`src/rtl/irq_ack_pkg.sv`:
```
package irq_ack_pkg;

   typedef enum logic [2:0] {
      SRC_MASKABLE    = 3'd0,
      SRC_SOFTWARE    = 3'd1,
      SRC_ADDR_MATCH  = 3'd2,
      SRC_DEBUG       = 3'd3,
      SRC_SINGLE_STEP = 3'd4,
      SRC_RSVD5       = 3'd5,
      SRC_RSVD6       = 3'd6,
      SRC_FAULT       = 3'd7
   } src_class_e;

   localparam int unsigned DEF_WIDE_BASE   = 18;
   localparam int unsigned DEF_NARROW_LEN  = 20;
   localparam int unsigned DEF_DEBUG_EXTRA = 2;
   localparam int unsigned DEF_STEP_EXTRA  = 1;
   localparam int unsigned DEF_FAULT_LEVEL = 7;

endpackage

```
`src/rtl/irq_seq_len.sv`:
```
module irq_seq_len
   import irq_ack_pkg::*;
#(
   parameter int unsigned CNT_W       = 5,
   parameter int unsigned WIDE_BASE   = DEF_WIDE_BASE,
   parameter int unsigned NARROW_LEN  = DEF_NARROW_LEN,
   parameter int unsigned DEBUG_EXTRA = DEF_DEBUG_EXTRA,
   parameter int unsigned STEP_EXTRA  = DEF_STEP_EXTRA
) (
   input  src_class_e       cls,
   input  logic             vec_odd,
   input  logic             sp_odd,
   input  logic             bus8,
   output logic [CNT_W-1:0] len
);

   logic [CNT_W-1:0] base_len;
   logic [CNT_W-1:0] extra_len;

   always_comb begin
      if (bus8) begin
         base_len = CNT_W'(NARROW_LEN);
      end else begin
         base_len = CNT_W'(WIDE_BASE) + CNT_W'(vec_odd) + CNT_W'(sp_odd);
      end
   end

   always_comb begin
      unique case (cls)
         SRC_DEBUG:       extra_len = CNT_W'(DEBUG_EXTRA);
         SRC_ADDR_MATCH,
         SRC_SINGLE_STEP: extra_len = CNT_W'(STEP_EXTRA);
         default:         extra_len = '0;
      endcase
   end

   assign len = base_len + extra_len;

endmodule

```
`src/rtl/irq_ipl_sel.sv`:
```
module irq_ipl_sel
   import irq_ack_pkg::*;
#(
   parameter int unsigned LEVEL_W     = 3,
   parameter int unsigned FAULT_LEVEL = DEF_FAULT_LEVEL
) (
   input  src_class_e         cls,
   input  logic [LEVEL_W-1:0] req_level,
   input  logic [LEVEL_W-1:0] cur_level,
   output logic [LEVEL_W-1:0] next_level
);

   always_comb begin
      unique case (cls)
         SRC_MASKABLE: next_level = req_level;
         SRC_FAULT:    next_level = LEVEL_W'(FAULT_LEVEL);
         default:      next_level = cur_level;
      endcase
   end

endmodule

```
`src/rtl/irq_seq_timer.sv`:
```
module irq_seq_timer #(
   parameter int unsigned CNT_W      = 5,
   parameter bit          COUNT_DOWN = 1'b1
) (
   input  logic             clk,
   input  logic             rst,
   input  logic             start,
   input  logic [CNT_W-1:0] len,
   output logic             busy,
   output logic             expire
);

   logic [CNT_W-1:0] cnt_q;

   generate
      if (COUNT_DOWN) begin : g_down
         // Load the full length, finish on the edge that sees 1.
         assign expire = busy && (cnt_q == CNT_W'(1));

         always_ff @(posedge clk) begin
            if (rst) begin
               cnt_q <= '0;
               busy  <= 1'b0;
            end else if (start) begin
               cnt_q <= len;
               busy  <= 1'b1;
            end else if (expire) begin
               cnt_q <= '0;
               busy  <= 1'b0;
            end else if (busy) begin
               cnt_q <= cnt_q - CNT_W'(1);
            end
         end
      end else begin : g_up
         // Count up from 1 and compare with the captured length.
         logic [CNT_W-1:0] lim_q;

         assign expire = busy && (cnt_q == lim_q);

         always_ff @(posedge clk) begin
            if (rst) begin
               cnt_q <= '0;
               lim_q <= '0;
               busy  <= 1'b0;
            end else if (start) begin
               cnt_q <= CNT_W'(1);
               lim_q <= len;
               busy  <= 1'b1;
            end else if (expire) begin
               cnt_q <= '0;
               busy  <= 1'b0;
            end else if (busy) begin
               cnt_q <= cnt_q + CNT_W'(1);
            end
         end
      end
   endgenerate

endmodule

```
`src/rtl/irq_ack_seq.sv`:
```
module irq_ack_seq
   import irq_ack_pkg::*;
#(
   parameter int unsigned LEVEL_W     = 3,
   parameter int unsigned CNT_W       = 5,
   parameter int unsigned WIDE_BASE   = DEF_WIDE_BASE,
   parameter int unsigned NARROW_LEN  = DEF_NARROW_LEN,
   parameter int unsigned DEBUG_EXTRA = DEF_DEBUG_EXTRA,
   parameter int unsigned STEP_EXTRA  = DEF_STEP_EXTRA,
   parameter int unsigned FAULT_LEVEL = DEF_FAULT_LEVEL,
   parameter bit          COUNT_DOWN  = 1'b1
) (
   input  logic               clk,
   input  logic               rst,
   input  logic               accept_i,
   input  logic [2:0]         src_class_i,
   input  logic [LEVEL_W-1:0] req_level_i,
   input  logic               vec_odd_i,
   input  logic               sp_odd_i,
   input  logic               bus8_i,
   output logic               busy_o,
   output logic               done_o,
   output logic [LEVEL_W-1:0] ipl_o
);

   localparam int unsigned WIDE_MAX  = WIDE_BASE + 2;
   localparam int unsigned BASE_MAX  = (WIDE_MAX > NARROW_LEN) ? WIDE_MAX : NARROW_LEN;
   localparam int unsigned EXTRA_MAX = (DEBUG_EXTRA > STEP_EXTRA) ? DEBUG_EXTRA : STEP_EXTRA;
   localparam int unsigned LEN_MAX   = BASE_MAX + EXTRA_MAX;

   if (FAULT_LEVEL >= (1 << LEVEL_W)) begin : g_bad_fault_level
      $error("FAULT_LEVEL does not fit in LEVEL_W bits");
   end
   if (LEN_MAX >= (1 << CNT_W)) begin : g_bad_cnt_width
      $error("CNT_W too narrow for the longest sequence");
   end
   if (WIDE_BASE < 2 || NARROW_LEN < 2) begin : g_bad_base
      $error("sequence length must be at least 2 cycles");
   end

   logic             start;
   logic [CNT_W-1:0] seq_len;
   logic             expire;
   src_class_e       cls_q;
   logic [LEVEL_W-1:0] lvl_q;
   logic [LEVEL_W-1:0] ipl_q;
   logic [LEVEL_W-1:0] ipl_next;
   logic             done_q;

   assign start = accept_i && !busy_o;

   irq_seq_len #(
      .CNT_W      (CNT_W),
      .WIDE_BASE  (WIDE_BASE),
      .NARROW_LEN (NARROW_LEN),
      .DEBUG_EXTRA(DEBUG_EXTRA),
      .STEP_EXTRA (STEP_EXTRA)
   ) u_len (
      .cls    (src_class_e'(src_class_i)),
      .vec_odd(vec_odd_i),
      .sp_odd (sp_odd_i),
      .bus8   (bus8_i),
      .len    (seq_len)
   );

   irq_seq_timer #(
      .CNT_W     (CNT_W),
      .COUNT_DOWN(COUNT_DOWN)
   ) u_timer (
      .clk   (clk),
      .rst   (rst),
      .start (start),
      .len   (seq_len),
      .busy  (busy_o),
      .expire(expire)
   );

   // Capture the class and level of the taken request for the end of the sequence.
   always_ff @(posedge clk) begin
      if (rst) begin
         cls_q <= SRC_SOFTWARE;
         lvl_q <= '0;
      end else if (start) begin
         cls_q <= src_class_e'(src_class_i);
         lvl_q <= req_level_i;
      end
   end

   irq_ipl_sel #(
      .LEVEL_W    (LEVEL_W),
      .FAULT_LEVEL(FAULT_LEVEL)
   ) u_ipl (
      .cls       (cls_q),
      .req_level (lvl_q),
      .cur_level (ipl_q),
      .next_level(ipl_next)
   );

   always_ff @(posedge clk) begin
      if (rst) begin
         ipl_q  <= '0;
         done_q <= 1'b0;
      end else begin
         done_q <= expire;
         if (expire) begin
            ipl_q <= ipl_next;
         end
      end
   end

   assign done_o = done_q;
   assign ipl_o  = ipl_q;

endmodule

```
`config.mk`:
```
export PLATFORM = sky130hd
export DESIGN_NAME = irq_ack_seq
export DESIGN_NICKNAME = d
export VERILOG_FILES = /design/src/rtl/irq_ack_pkg.sv /design/src/rtl/irq_seq_len.sv /design/src/rtl/irq_ipl_sel.sv /design/src/rtl/irq_seq_timer.sv /design/src/rtl/irq_ack_seq.sv
export SDC_FILE = /design/constraint.sdc
export NUM_CORES = 1
export LEC_CHECK = 0
export ABC_AREA = 1
export BUFFER_PORTS_ARGS = -buffer_cell sky130_fd_sc_hd__buf_4
export CORE_MARGIN = 5
export CORE_UTILIZATION = 52
export CTS_CLUSTER_SIZE = 25
export DETAILED_ROUTE_END_ITERATION = 16
export GPL_ROUTABILITY_DRIVEN = 0
export PLACE_DENSITY_LB_ADDON = 0.1
export SETUP_SLACK_MARGIN = 0.4
export SYNTH_ARGS = -nofsm -noshare
export SYNTH_HDL_FRONTEND = slang
export SYNTH_SLANG_ARGS = --single-unit
```
`constraint.sdc`:
```
create_clock -name clk -period 1.85 [get_ports clk]
set_input_delay 0.37 -clock clk [delete_from_list [all_inputs] [get_ports clk]]
set_output_delay 0.37 -clock clk [all_outputs]
set_load 0.01 [all_outputs]
```
## Word level (Yosys, flattened, before mapping)

Index checks and enable logic that the tools add are counted.

- Register bits: 16

- Add/subtract/negate cells: 4
- Eq/ne operators: 5
- Mux-type cells: 8
- Reductions and logical operators: 9

Operators by type and width:

| cell | count |
|---|---|
| $mux W5 | 4 |
| $eq A3 B2 Y1 const B | 2 |
| $eq A3 B3 Y1 const B | 2 |
| $pmux W3 S2 | 1 |
| $add A5 B1 Y5 | 1 |
| $add A5 B1 Y5 const A | 1 |
| $add A5 B2 Y5 | 1 |
| $eq A5 B1 Y1 const B | 1 |
| $sub A5 B1 Y5 const B | 1 |
| $pmux W2 S2 | 1 |
| $reduce_bool A2 Y1 | 2 |
| $logic_not A3 Y1 | 1 |
| $reduce_bool A3 Y1 | 1 |
| $logic_and A1 B1 Y1 | 2 |
| $mux W1 | 2 |
| $reduce_and A2 Y1 | 1 |
| $reduce_or A2 Y1 | 1 |
| $logic_not A1 Y1 | 1 |

## Logic depth before layout (Yosys ltp)

- Word-level depth: 5
- Mapped depth: 10
- Gate-level depth less buffers: 10

## Hierarchy

Synthesis repeated with hierarchy kept, for this count alone.

- Cells, all modules: 156
- Area, all modules: 983.4 um^2

Modules (own cells, without submodules):

| module | instances | cells each | area an instance (um^2) | seq. area each (um^2) |
|---|---|---|---|---|
| irq_seq_timer | 1 | 63 | 384.1 | 120.1 |
| irq_ack_seq | 1 | 53 | 382.9 | 200.2 |
| irq_seq_len | 1 | 21 | 133.9 | 0.0 |
| irq_ipl_sel | 1 | 19 | 82.6 | 0.0 |

## Worst setup path after synthesis

Ideal clock, no wire load.

- Kind: input-to-reg
- Start point: in vec_odd_i
- End point: reg u_timer.cnt_q[1]
- Setup time: 115 ps
- Arrival: 1,630 ps
- Required time: 1,735 ps
- Setup slack: 105 ps
- Cell stages on the path: 9
- Cells stage by stage: ha_1 -> inv_1 -> nor2_1 -> ha_1 -> inv_1 -> fa_1 -> o22ai_1 -> o21ai_0 -> inv_1

- Longest elaborated chain between the ends: 5

RTL lines:

| item | line | RTL |
|---|---|---|
| start: declaration | irq_ack_seq.sv:18 | `input logic vec_odd_i,` |
| $add A5 B1 Y5 (2 in a row) | irq_seq_len.sv:24 | `base_len = CNT_W'(WIDE_BASE) + CNT_W'(vec_odd) + CNT_W'(sp_odd);` |
| $mux W5 | irq_seq_len.sv:21 | `if (bus8) begin` |
| $add A5 B2 Y5 | irq_seq_len.sv:37 | `assign len = base_len + extra_len;` |
| $mux W5 | irq_seq_timer.sv:24 | `end else if (start) begin` |
| end signal: assignment | irq_seq_timer.sv:25 | `cnt_q <= len;` |
| end signal: assignment | irq_seq_timer.sv:31 | `cnt_q <= cnt_q - CNT_W'(1);` |
| end: declaration | irq_seq_timer.sv:13 | `logic [CNT_W-1:0] cnt_q;` |

Every way passes these cells.
A chain may end at the register's enable or synchronous reset.

## Worst setup path in the final report

- Start point: in sp_odd_i
- End point: reg u_timer.cnt_q[2]

- Longest elaborated chain between the ends: 4

RTL lines:

| item | line | RTL |
|---|---|---|
| start: declaration | irq_ack_seq.sv:19 | `input logic sp_odd_i,` |
| $add A5 B1 Y5 | irq_seq_len.sv:24 |  |
| $mux W5 | irq_seq_len.sv:21 |  |
| $add A5 B2 Y5 | irq_seq_len.sv:37 |  |
| $mux W5 | irq_seq_timer.sv:24 |  |

Every way passes these cells.

==> run_results.csv <==
group,metric,value,unit
global_route,antenna_found_initial,0,
clock_tree,cts_made_buffers,3,
global_route,grt_pass1_wl,3160,um
clock_tree,cts_setup_buffers,0,
setup_path,endpoint_kind,"flip-flop",
power_and_ir_drop,p_leak,0.5163,nW
status,outcome,"finished clean",
setup_path,crit_path_cell_trace,"buf_6 > ha_4 > inv_2 > nor2_2 > ha_2 > inv_2 > fa_1 > a21oi_1 > o21ai_1 > a21oi_1",
sta,rsz0062_at_grt,"true",
setup_path,critical_path.max_fanout,2,
die,die_h,50.90,um
yosys,syn_area_per_cell,7.070,um^2
sta,tns,0,ps
final_layout,drive_gt1_share,26.06,%
setup_path,rr_endpoint,"u_timer.cnt_q[3]",
drt,vias,817,
drt,wl_per_cell,11.56,um
sta,worst_clock_skew,3.392,ps
hold_path,worstHoldPathCells,2,
yosys,yosys-top-cells-area,"dfxtp_1 37%, nand2_1 11%, inv_1 8.2%",
drt,postRouteAntennaNets,0,
yosys,synth_top_area_cell,"dfxtp_1",
drt,wl,1826,um
yosys,yosysUniqueCellTypes,21,
sta,worst_pin_slew,318.0,ps
yosys,syn_nets,141,
final_layout,finalNetCount,161,
placed_design,place_ws,-86.70,ps
yosys,synth_seq_area_share,36.83,%
job,maxCapViolCount,0,
final_layout,fin_util,69.48,%
clock_tree,path_clk_slew,100,ps
hold_path,hold_path.class,"input pin to flip-flop",
clock_tree,cts.sinks,16,
power_and_ir_drop,totalPowerFinal,0.8256,mW
global_route,grt_max_degree,14,
drt,initialDrtViolationCount,33,
final_layout,final_cell_area,1071,um^2
setup_path,slowest_stage,"fa_1",
setup_path,path_buf_inv,3,
yosys,ys_ff_latch,16,
yosys,syn_area,869.6,um^2
sta,finalSetupViolCount,0,
global_route,grt_overflow_total,0,
final_layout,multiInputGateArea,476.7,um^2
setup_path,r2r_cells,6,
die,initial_core_util,56.41,%
clock_tree,cts_buffer_depth,2,
clock_tree,cts_tree,"built",
global_route,grt_util_all_layers,15.60,%
global_route,grt_pass1_vias,786,
sta,hold_viol_final,0,
placed_design,postPlaceCellArea,1007,um^2
sta,fmax,640.6,MHz
setup_path,critPathMaxStageDelay,380,ps
die,dieArea,2590,um^2
setup_path,worstSetupPathType,"input pin to flip-flop",
placed_design,dpl.hpwl,1381,um
hold_path,whs_endpoint,"ipl_o[0]",
hold_path,hp-start,"rst",
final_layout,num-fill-cells,138,
die,die_w,50.90,um
setup_path,cp.depth,10,
clock_tree,cts-htree-levels,1,
drt,drc,0,
sta,post-route-period-util,84.38,%
setup_path,startpoint_type,"input pin",
power_and_ir_drop,peakVddDrop,0.0003934,V
sta,period_needed,1561,ps
yosys,yosys_warnings,0,
yosys,syn_inst,123,
yosys,synth_top_area_share,36.83,%
placed_design,port_buffers,16,
drt,dr.pass1.iters,4,
die,fp-row-count,14,
setup_path,cp.required,2080,ps
sta,relSlewSlack,78.78,%
clock_tree,clock-root-buffer,"clkbuf_4",
clock_tree,postCtsHoldBufs,0,
sta,drv_slew,0,
drt,via_per_inst,5.171,
setup_path,critPathArrivalTime,1800,ps
power_and_ir_drop,power_density,770.9,nW/um^2
setup_path,r2r_start,"u_timer.busy",
setup_path,cp_top_family,"adder cells",
setup_path,reg2reg_slack,640,ps
die,num_io_pins,17,
clock_tree,clkLatencyLatePin,290,ps
die,core_region_area,1541,um^2
final_layout,area_growth_syn_to_layout,23.17,%
final_layout,seqCellArea,320.3,um^2
final_layout,n_antenna_cell,0,
sta,timing.final.ws_setup,289.0,ps
how the worst max path moves through the flow:
stage,slack (ps),from,end
after floorplan,110,vec_odd_i,u_timer.cnt_q[1]
after global placement,-30,vec_odd_i,u_timer.cnt_q[1]
after detailed placement,-90,vec_odd_i,u_timer.cnt_q[1]
after CTS,300,sp_odd_i,u_timer.cnt_q[1]
after global routing,200,sp_odd_i,u_timer.cnt_q[1]
final,290,sp_odd_i,u_timer.cnt_q[2]
final cells by class:
type | count | share of cell area [%]
Multi-Input combinational cell | 83 | 44.51
Sequential cell | 16 | 29.91
Timing Repair Buffer | 17 | 12.62
Inverter | 22 | 7.710
Clock buffer | 4 | 3.388
Tap cell | 16 | 1.869
power by group:
part	internal (mW)	switching, mW
clock	0.120	0.121
combinational	0.0812	0.112
sequential	0.372	0.0199
total	0.573	0.252
kinds of logic after synthesis:
kind of cell	synth area share, %
simple gates	26.19
compound gates	16.55
buf+inv	10.94
fa+ha+maj	9.496
flops	36.83
timing repair:
action                                  CTS  global route
resized for setup                         8             1
endpoints found under the setup margin    2             2
pin swaps                                 1             0
layer usage:
metal  wire length, um  global-route usage, %
met4                24                  8.511
met3                84                  3.488
met5                 0                      0
met2               873                  22.93
met1               844                  21.00
state kept, by name, summed over array words and instances, names as in the netlist:
register / count
cls_q: 3
done_o: 1
ipl_o: 3
lvl_q: 3
u_timer.busy: 1
u_timer.cnt_q: 5
Yosys cell counts:
| cell type | count |
|---|---|
| a21oi_1 | 13 |
| buf_2 | 1 |
| buf_4 | 1 |
| dfxtp_1 | 16 |
| fa_1 | 1 |
| ha_1 | 5 |
| inv_1 | 19 |
| inv_2 | 3 |
| nand2_1 | 25 |
| nand2_2 | 2 |
| nand3_1 | 8 |
| nand4_1 | 1 |
| nor2_1 | 7 |
| nor2_2 | 1 |
| nor2_4 | 2 |
| nor3_1 | 2 |
| nor3_2 | 1 |
| o211ai_1 | 1 |
| o21ai_0 | 12 |
| o21ai_1 | 1 |
| o22ai_1 | 1 |
through the flow:
stage	hold WS (ps)	cells
floorplan	429.1	123
global placement	442.0	154
detailed placement	452.3	154
CTS	271.4	158
global route	286.2	158
finish	273.0	158
cell usage in the layout, fill, tap and decap left out, drive strengths merged, types with 3 or more instances in the layout:
cell type	n
buf	17
nor3	3
dfxtp	16
nor2	10
a21oi	13
clkbuf	4
inv	22
o21ai	13
ha	5
nand3	8
nand2	27
(Power assumes the default switching activity.)
